`src/rtl/mm_add_pkg.sv`:
```
package mm_add_pkg;
    typedef enum logic [2:0] {
        SEQ_IDLE,
        SEQ_RD_A,
        SEQ_RD_B,
        SEQ_WAIT_B,
        SEQ_ADD,
        SEQ_STORE,
        SEQ_DONE
    } seq_state_e;
endpackage

```
`src/rtl/mm_ptr_regfile.sv`:
```
module mm_ptr_regfile #(
    parameter int NREG = 8,
    parameter int AW   = 16,
    localparam int IW  = $clog2(NREG)
) (
    input  logic          clk,
    input  logic          rst_n,
    input  logic          we,
    input  logic [IW-1:0] widx,
    input  logic [AW-1:0] wdata,
    input  logic [IW-1:0] ridx_a,
    input  logic [IW-1:0] ridx_b,
    output logic [AW-1:0] rdata_a,
    output logic [AW-1:0] rdata_b
);
    logic [AW-1:0] regs_q [NREG];
    logic [AW-1:0] regs_d [NREG];

    // Next value per entry: write port wins over hold
    always_comb begin
        for (int i = 0; i < NREG; i++) begin
            regs_d[i] = (we && (widx == IW'(i))) ? wdata : regs_q[i];
        end
    end

    always_ff @(posedge clk) begin
        if (!rst_n) begin
            for (int i = 0; i < NREG; i++) regs_q[i] <= '0;
        end else begin
            for (int i = 0; i < NREG; i++) regs_q[i] <= regs_d[i];
        end
    end

    // Read ports show the registered value (pre-write in a write cycle)
    assign rdata_a = regs_q[ridx_a];
    assign rdata_b = regs_q[ridx_b];
endmodule

```
`src/rtl/mm_seq_ctrl.sv`:
```
module mm_seq_ctrl
    import mm_add_pkg::*;
#(
    parameter int AW = 16
) (
    input  logic          clk,
    input  logic          rst_n,
    input  logic          start,
    input  logic [AW-1:0] ptr_a,
    input  logic [AW-1:0] ptr_b,
    output logic [AW-1:0] mem_addr,
    output logic          mem_rd,
    output logic          mem_wr,
    output logic          ld_a,
    output logic          ld_b,
    output logic          do_add,
    output logic          done,
    output logic          busy
);
    typedef struct packed {
        seq_state_e    st;
        logic [AW-1:0] addr_a;
        logic [AW-1:0] addr_b;
    } ctrl_t;

    ctrl_t c_d, c_q;

    always_comb begin
        c_d = c_q;
        unique case (c_q.st)
            SEQ_IDLE: begin
                if (start) begin
                    c_d.st     = SEQ_RD_A;
                    c_d.addr_a = ptr_a;
                    c_d.addr_b = ptr_b;
                end
            end
            SEQ_RD_A:   c_d.st = SEQ_RD_B;
            SEQ_RD_B:   c_d.st = SEQ_WAIT_B;
            SEQ_WAIT_B: c_d.st = SEQ_ADD;
            SEQ_ADD:    c_d.st = SEQ_STORE;
            SEQ_STORE:  c_d.st = SEQ_DONE;
            SEQ_DONE:   c_d.st = SEQ_IDLE;
            default:    c_d.st = SEQ_IDLE;
        endcase
    end

    always_ff @(posedge clk) begin
        if (!rst_n) begin
            c_q.st     <= SEQ_IDLE;
            c_q.addr_a <= '0;
            c_q.addr_b <= '0;
        end else begin
            c_q <= c_d;
        end
    end

    // Step decodes from the registered state
    assign mem_rd   = (c_q.st == SEQ_RD_A) || (c_q.st == SEQ_RD_B);
    assign mem_wr   = (c_q.st == SEQ_STORE);
    assign mem_addr = (c_q.st == SEQ_RD_B) ? c_q.addr_b : c_q.addr_a;
    assign ld_a     = (c_q.st == SEQ_RD_B);
    assign ld_b     = (c_q.st == SEQ_WAIT_B);
    assign do_add   = (c_q.st == SEQ_ADD);
    assign done     = (c_q.st == SEQ_DONE);
    assign busy     = (c_q.st != SEQ_IDLE);
endmodule

```
`src/rtl/mm_add_datapath.sv`:
```
module mm_add_datapath #(
    parameter int DW = 32
) (
    input  logic          clk,
    input  logic          rst_n,
    input  logic          ld_a,
    input  logic          ld_b,
    input  logic          do_add,
    input  logic [DW-1:0] rdata,
    output logic [DW-1:0] wdata
);
    typedef struct packed {
        logic [DW-1:0] tmp_a;
        logic [DW-1:0] tmp_b;
    } dp_t;

    dp_t dp_d, dp_q;

    always_comb begin
        dp_d = dp_q;
        if (ld_a)   dp_d.tmp_a = rdata;
        if (ld_b)   dp_d.tmp_b = rdata;
        if (do_add) dp_d.tmp_a = dp_q.tmp_a + dp_q.tmp_b;
    end

    always_ff @(posedge clk) begin
        if (!rst_n) begin
            dp_q.tmp_a <= '0;
            dp_q.tmp_b <= '0;
        end else begin
            dp_q <= dp_d;
        end
    end

    assign wdata = dp_q.tmp_a;
endmodule

```
`src/rtl/mm_add_seq.sv`:
```
module mm_add_seq #(
    parameter int NREG = 8,
    parameter int AW   = 16,
    parameter int DW   = 32,
    localparam int IW  = $clog2(NREG)
) (
    input  logic          clk,
    input  logic          rst_n,
    input  logic          start,
    input  logic [IW-1:0] ptr_a_idx,
    input  logic [IW-1:0] ptr_b_idx,
    input  logic          reg_we,
    input  logic [IW-1:0] reg_widx,
    input  logic [AW-1:0] reg_wdata,
    output logic [AW-1:0] mem_addr,
    output logic          mem_rd,
    output logic          mem_wr,
    output logic [DW-1:0] mem_wdata,
    input  logic [DW-1:0] mem_rdata,
    output logic          done
);
    logic [AW-1:0] ptr_a_val;
    logic [AW-1:0] ptr_b_val;
    logic          ld_a;
    logic          ld_b;
    logic          do_add;
    logic          busy;

    mm_ptr_regfile #(.NREG(NREG), .AW(AW)) u_regs (
        .clk     (clk),
        .rst_n   (rst_n),
        .we      (reg_we),
        .widx    (reg_widx),
        .wdata   (reg_wdata),
        .ridx_a  (ptr_a_idx),
        .ridx_b  (ptr_b_idx),
        .rdata_a (ptr_a_val),
        .rdata_b (ptr_b_val)
    );

    mm_seq_ctrl #(.AW(AW)) u_ctrl (
        .clk      (clk),
        .rst_n    (rst_n),
        .start    (start),
        .ptr_a    (ptr_a_val),
        .ptr_b    (ptr_b_val),
        .mem_addr (mem_addr),
        .mem_rd   (mem_rd),
        .mem_wr   (mem_wr),
        .ld_a     (ld_a),
        .ld_b     (ld_b),
        .do_add   (do_add),
        .done     (done),
        .busy     (busy)
    );

    mm_add_datapath #(.DW(DW)) u_dp (
        .clk    (clk),
        .rst_n  (rst_n),
        .ld_a   (ld_a),
        .ld_b   (ld_b),
        .do_add (do_add),
        .rdata  (mem_rdata),
        .wdata  (mem_wdata)
    );
endmodule

```
`config.mk`:
```
export PLATFORM = sky130hd
export DESIGN_NAME = mm_add_seq
export DESIGN_NICKNAME = d
export VERILOG_FILES = /design/src/rtl/mm_add_pkg.sv /design/src/rtl/mm_ptr_regfile.sv /design/src/rtl/mm_seq_ctrl.sv /design/src/rtl/mm_add_datapath.sv /design/src/rtl/mm_add_seq.sv
export SDC_FILE = /design/constraint.sdc
export NUM_CORES = 1
export LEC_CHECK = 0
export CAP_MARGIN = 20
export CELL_PAD_IN_SITES_DETAIL_PLACEMENT = 1
export CELL_PAD_IN_SITES_GLOBAL_PLACEMENT = 1
export CORE_MARGIN = 2
export CORE_UTILIZATION = 44
export CTS_BUF_LIST = sky130_fd_sc_hd__clkbuf_8
export DETAILED_ROUTE_END_ITERATION = 8
export GPL_TIMING_DRIVEN = 0
export PLACE_DENSITY_LB_ADDON = 0.15
export SLEW_MARGIN = 0
export SYNTH_ARGS = -nofsm -noshare
export SYNTH_HDL_FRONTEND = slang
export SYNTH_HIERARCHICAL = 1
export SYNTH_SLANG_ARGS = --single-unit
```
`constraint.sdc`:
```
create_clock -name clk -period 2.35 [get_ports clk]
set_input_delay 0.5875 -clock clk [delete_from_list [all_inputs] [get_ports clk]]
set_output_delay 0.5875 -clock clk [all_outputs]
set_load 0.1 [all_outputs]
```
* Word level (Yosys, flattened, before mapping)
Memory sizes are Yosys's and may differ from the RTL's.
Index checks and enable logic that the tools add are counted.
** Storage, ports and cells
- Bits in registers :: 99
- RAM bits :: 128
- Output and inout bits :: 51
- Logic and storage cells :: 81
- Memories kept :: 1
** Memories
- u_regs.regs_q :: words 8, bits a word 16, read ports 2, clocked after memory_dff 0, wr ports 8, line mm_ptr_regfile.sv:16 : logic [AW-1:0] regs_q [NREG];
** Operators by class
- Add/subtract/negate cells :: 1
- Equality and inequality tests :: 22
- Multiplexer cells :: 23
- Bitwise operators :: 8
- Reduce and logical (&&, ||, !) cells :: 21
** Operators by type and width (count)
- 16-bit two-way mux :: 17
- 32-bit two-way mux :: 2
- 35-bit two-way mux :: 1
- 32-bit adder :: 1
- 3-bit equality test (second input constant) :: 7
- 3-bit one-hot mux with 6 select lines :: 1
- 2-bit AND reduction :: 9
- 3-bit by 2-bit equality test with 1-bit output (second input constant) :: 4
- 1-bit logical AND :: 8
- 1-bit inequality test (second input constant) :: 8
- 1-bit OR :: 8
- 3-bit by 1-bit equality test with 1-bit output (second input constant) :: 2
- 3-bit logical NOT :: 2
- 1-bit two-way mux :: 2
- 2-bit inequality test (second input constant) :: 1
- 2-bit nonzero test :: 1
- 1-bit logical OR :: 1

* Logic depth before layout (Yosys ltp)
- Depth in word-level cells :: 5
- Mapped depth :: 10

* Modules after synthesis
The synthesis kept the hierarchy.
** By module, submodules not included
- mm_ptr_regfile :: instances 1, cells an instance 400, area an instance 6636.4 um^2
- mm_add_datapath :: instances 1, cells an instance 518, area an instance 4501.8 um^2
- mm_seq_ctrl :: instances 1, cells an instance 180, area an instance 1680.4 um^2

* Worst setup path after synthesis
OpenSTA, ideal clock, no wires.
- Path kind :: flip-flop to output port
- Start :: register u_ctrl/c_q[34] (netlist name)
- End :: output mem_wr
- Arrival :: 1.930 ns
- Slack :: -0.168 ns
- Cell stages (with the launch flop) :: 4
- Path through :: dfxtp_1 buf_6 or2b_1 nor2_1
** On the way
- Longest elaborated chain between the ends :: 1
** RTL lines
- from (decl) :: line mm_seq_ctrl.sv:26 : ctrl_t c_d, c_q;
- 3-bit equality test :: line mm_seq_ctrl.sv:60 : assign mem_wr = (c_q.st == SEQ_STORE);
- to (decl) :: line mm_add_seq.sv:17 : output logic mem_wr,
Every way passes these cells.

* Worst setup path after layout
- Start :: register u_ctrl/c_q[34] (netlist name)
- End :: output mem_addr[3]
** On the way
- Longest elaborated chain between the ends :: 2
** RTL lines
- 3-bit by 2-bit equality test with 1-bit output :: line mm_seq_ctrl.sv:61 : assign mem_addr = (c_q.st == SEQ_RD_B) ? c_q.addr_b : c_q.addr_a;
- 16-bit two-way mux :: line mm_seq_ctrl.sv:61
- to (decl) :: line mm_add_seq.sv:15 : output logic [AW-1:0] mem_addr,
Every way passes these cells.

==> flow_metrics.py <==
metrics = {
    "run_status": {
        "status": "complete, but fails checks",
        "violations": "setup timing",
    },
    "floorplan": {
        "core_um2": 28700,
        "io_pins": 112,
        "die_area_um2": 30500,
        "die_h_um": 175,
        "initial_utilization_pct": 44.6,
        "row_count": 62,
        "chipWidth_um": 175,
    },
    "critical_path": {
        "end_kind": "output port",
        "arrival_ns": 1.95,
        "required_ns": 1.76,
        "crit_fanout": 7,
        "start_kind": "flop",
        "path_class": "reg -> out",
    },
    "synthesis": {
        "syn_avg_cell_area_um2": 11.7,
        "ys_warn_count": 6,
        "synth_fp_nets": 1190,
        "synth_area_um2": 12800,
        "syn_inst": 1097,
    },
    "global_route": {
        "antenna_found_initial": 2,
        "grt_pass1_wl_um": 56900,
        "grt_max_degree": 29,
        "globalRouteTotalUtil_pct": 24.0,
        "met2_usage_pct": 39.3,
        "first_global_vias": 9975,
        "grtUsageMet3_pct": 3.79,
        "grt_use_met1_pct": 33.7,
        "overflow": 0,
        "grt-busiest-layer": "met2",
    },
    "finish": {
        "final_cell_area_um2": 16200,
        "regArea_um2": 5850,
        "layout-area-overhead-vs-synth_pct": 26.4,
        "drive_gt1_share_pct": 28.8,
        "multiInputGateArea_um2": 6880,
        "nNetsFinal": 1355,
        "fillers": 2929,
    },
    "sta": {
        "fmaxAchievable_mhz": 395,
        "hold_violations": 0,
        "worst_slack_ns": -0.185,
        "rsz0062_at_grt": "true",
        "setup_viol": 21,
        "worstMarginPinSlew_ns": 0.870,
        "slew_headroom_pct": 42.0,
        "fin_crit_sh_pct": 108,
        "whs_ns": 0.459,
        "finalClockSkew_ns": 0.0170,
        "period_minus_slack_ns": 2.53,
        "slew_violations": 0,
    },
    "clocking": {
        "cts_tree": "yes",
        "ctsLongestPathBuffers": 3,
        "clk_latency_ns": 0.57,
        "cts_htree_levels": 2,
        "cts_root_buf": "clkbuf_8",
        "path_clk_slew_ns": 0.06,
        "cts_num_sinks": 227,
        "cts_buffers": 41,
    },
    "power": {
        "power_density_nw_per_um2": 644,
        "leakage_nw": 6.28,
        "ir_drop_mv": 0.297,
    },
    "detailed_routing": {
        "drtPass1Iterations": 5,
        "wl_per_cell_um": 22.2,
        "drt_iter0_drc": 512,
        "route.vias.total": 9466,
        "routed_wl_um": 37200,
        "drc": 0,
        "via_per_inst": 5.64,
        "drt.antenna.violating_nets": 0,
    },
    "placement": {
        "port_buffers": 105,
        "detailed_place_hpwl_um": 26600,
        "gp_congestion": 0.877,
        "dpl_cell_area_um2": 14400,
    },
    "hold_path": {
        "hold_path.class": "reg -> reg",
    },
    "run": {
        "maxCapViolCount": 0,
    },
}
## critical path, stage by stage (launching register included)
cell and delay, ns:
dfxtp_4 0.37, nor3b_4 0.20, buf_6 0.17, buf_12 0.14, mux2_4 0.33, buf_12 0.17
## cell usage in the layout (no fill, tap or decap), types with 5 or more instances in the layout
master           instances
nand2_1                101
clkinv_1                 7
a21oi_1                 23
edfxtp_1               128
mux2_4                  16
clkbuf_8                45
a211oi_1                29
mux2i_1                 75
a21o_1                  16
mux4_2                   8
nor2b_1                 17
nand3_1                  5
buf_12                  18
dfxtp_1                 87
ha_2                     8
nor2_1                 144
clkdlybuf4s50_1         53
buf_6                   16
o22ai_1                  6
dfxtp_2                 10
buf_2                    5
o21ai_0                 14
xnor2_1                 10
mux4_1                  56
buf_1                   12
ha_1                    14
nand2_2                  9
clkbuf_1                17
a21oi_2                  6
mux2_2                  38
nand4_1                  9
clkbuf_2                15
buf_4                   60
xor2_1                  12
inv_1                   41
clkdlybuf4s15_2         33
ha_4                     9
## report_power, final
group	switching (mW)	internal (mW)	total (mW)
Combinational	1.38	0.951	2.33
Sequential	0.168	4.49	4.65
Clock	1.67	1.76	3.44
Total	3.22	7.20	10.4
## sequential cells by signal (all words and copies together), names as in the netlist
signal         cells
u_ctrl/c_q        35
u_regs/regs_q    128
u_dp/dp_q         32
u_dp/wdata        32
## through the flow
| stage | setup slack [ns] | TNS [ns] | power (mW) | utilization [%] | cells |
|---|---|---|---|---|---|
| floorplan | 0.00817 | 0 | 6.20 | - | 1097 |
| global placement | -1.16 | -252.97 | 6.78 | 50.0 | 1586 |
| detailed placement | -1.26 | -275.92 | 6.85 | 50.0 | 1586 |
| CTS | -0.257 | -4.15 | 10.5 | 55.1 | 1670 |
| global route | -0.259 | -5.11 | 10.9 | 56.4 | 1678 |
| finish | -0.185 | -2.88 | 10.4 | 56.4 | 1679 |
## layout make-up
| type | instances | share of cell area [%] |
|---|---|---|
| antenna | 2 | 0.0309 |
| buffer | 97 | 3.92 |
| clock buffer | 45 | 3.83 |
| multi-input combinational | 736 | 42.5 |
| timing repair buffer | 134 | 9.28 |
| sequential | 227 | 36.1 |
| tap | 384 | 2.97 |
| clock inverter | 29 | 0.773 |
| inverter | 25 | 0.580 |
## per-layer routing
metal  wire length [um]  vias up
met1              17000     4754
met2              17600      277
li1                   -     4395
met5                  0        -
met4                522        0
met3               2090       40
## repair_timing
| item | in CTS | in global routing |
|---|---|---|
| buffers inserted | 16 | 12 |
| hold buffers | 0 | 0 |
| pin swaps | 30 | 38 |
| gates resized for setup | 357 | 73 |
| hold endpoints to repair | 0 | 0 |
| gates cloned | 1 | 0 |
| endpoints found under the setup margin | 243 | 128 |
## path summary, 6_finish.rpt
kind / end / slack, ns / cells after the start / from
max reg2reg: u_dp/wdata[24]$_SDFFE_PN0P_ / -0.12 / 10 / u_dp/wdata[0]$_SDFFE_PN0P_
max: mem_addr[3] / -0.18 / 5 / u_ctrl/c_q[34]$_SDFFE_PN0P_
min: u_ctrl/c_q[3]$_SDFFE_PN0P_ / 0.46 / 2 / u_ctrl/c_q[3]$_SDFFE_PN0P_
min reg2reg: u_ctrl/c_q[3]$_SDFFE_PN0P_ / 0.46 / 2 / u_ctrl/c_q[3]$_SDFFE_PN0P_
No activity file was read; power rests on OpenSTA's default activity.
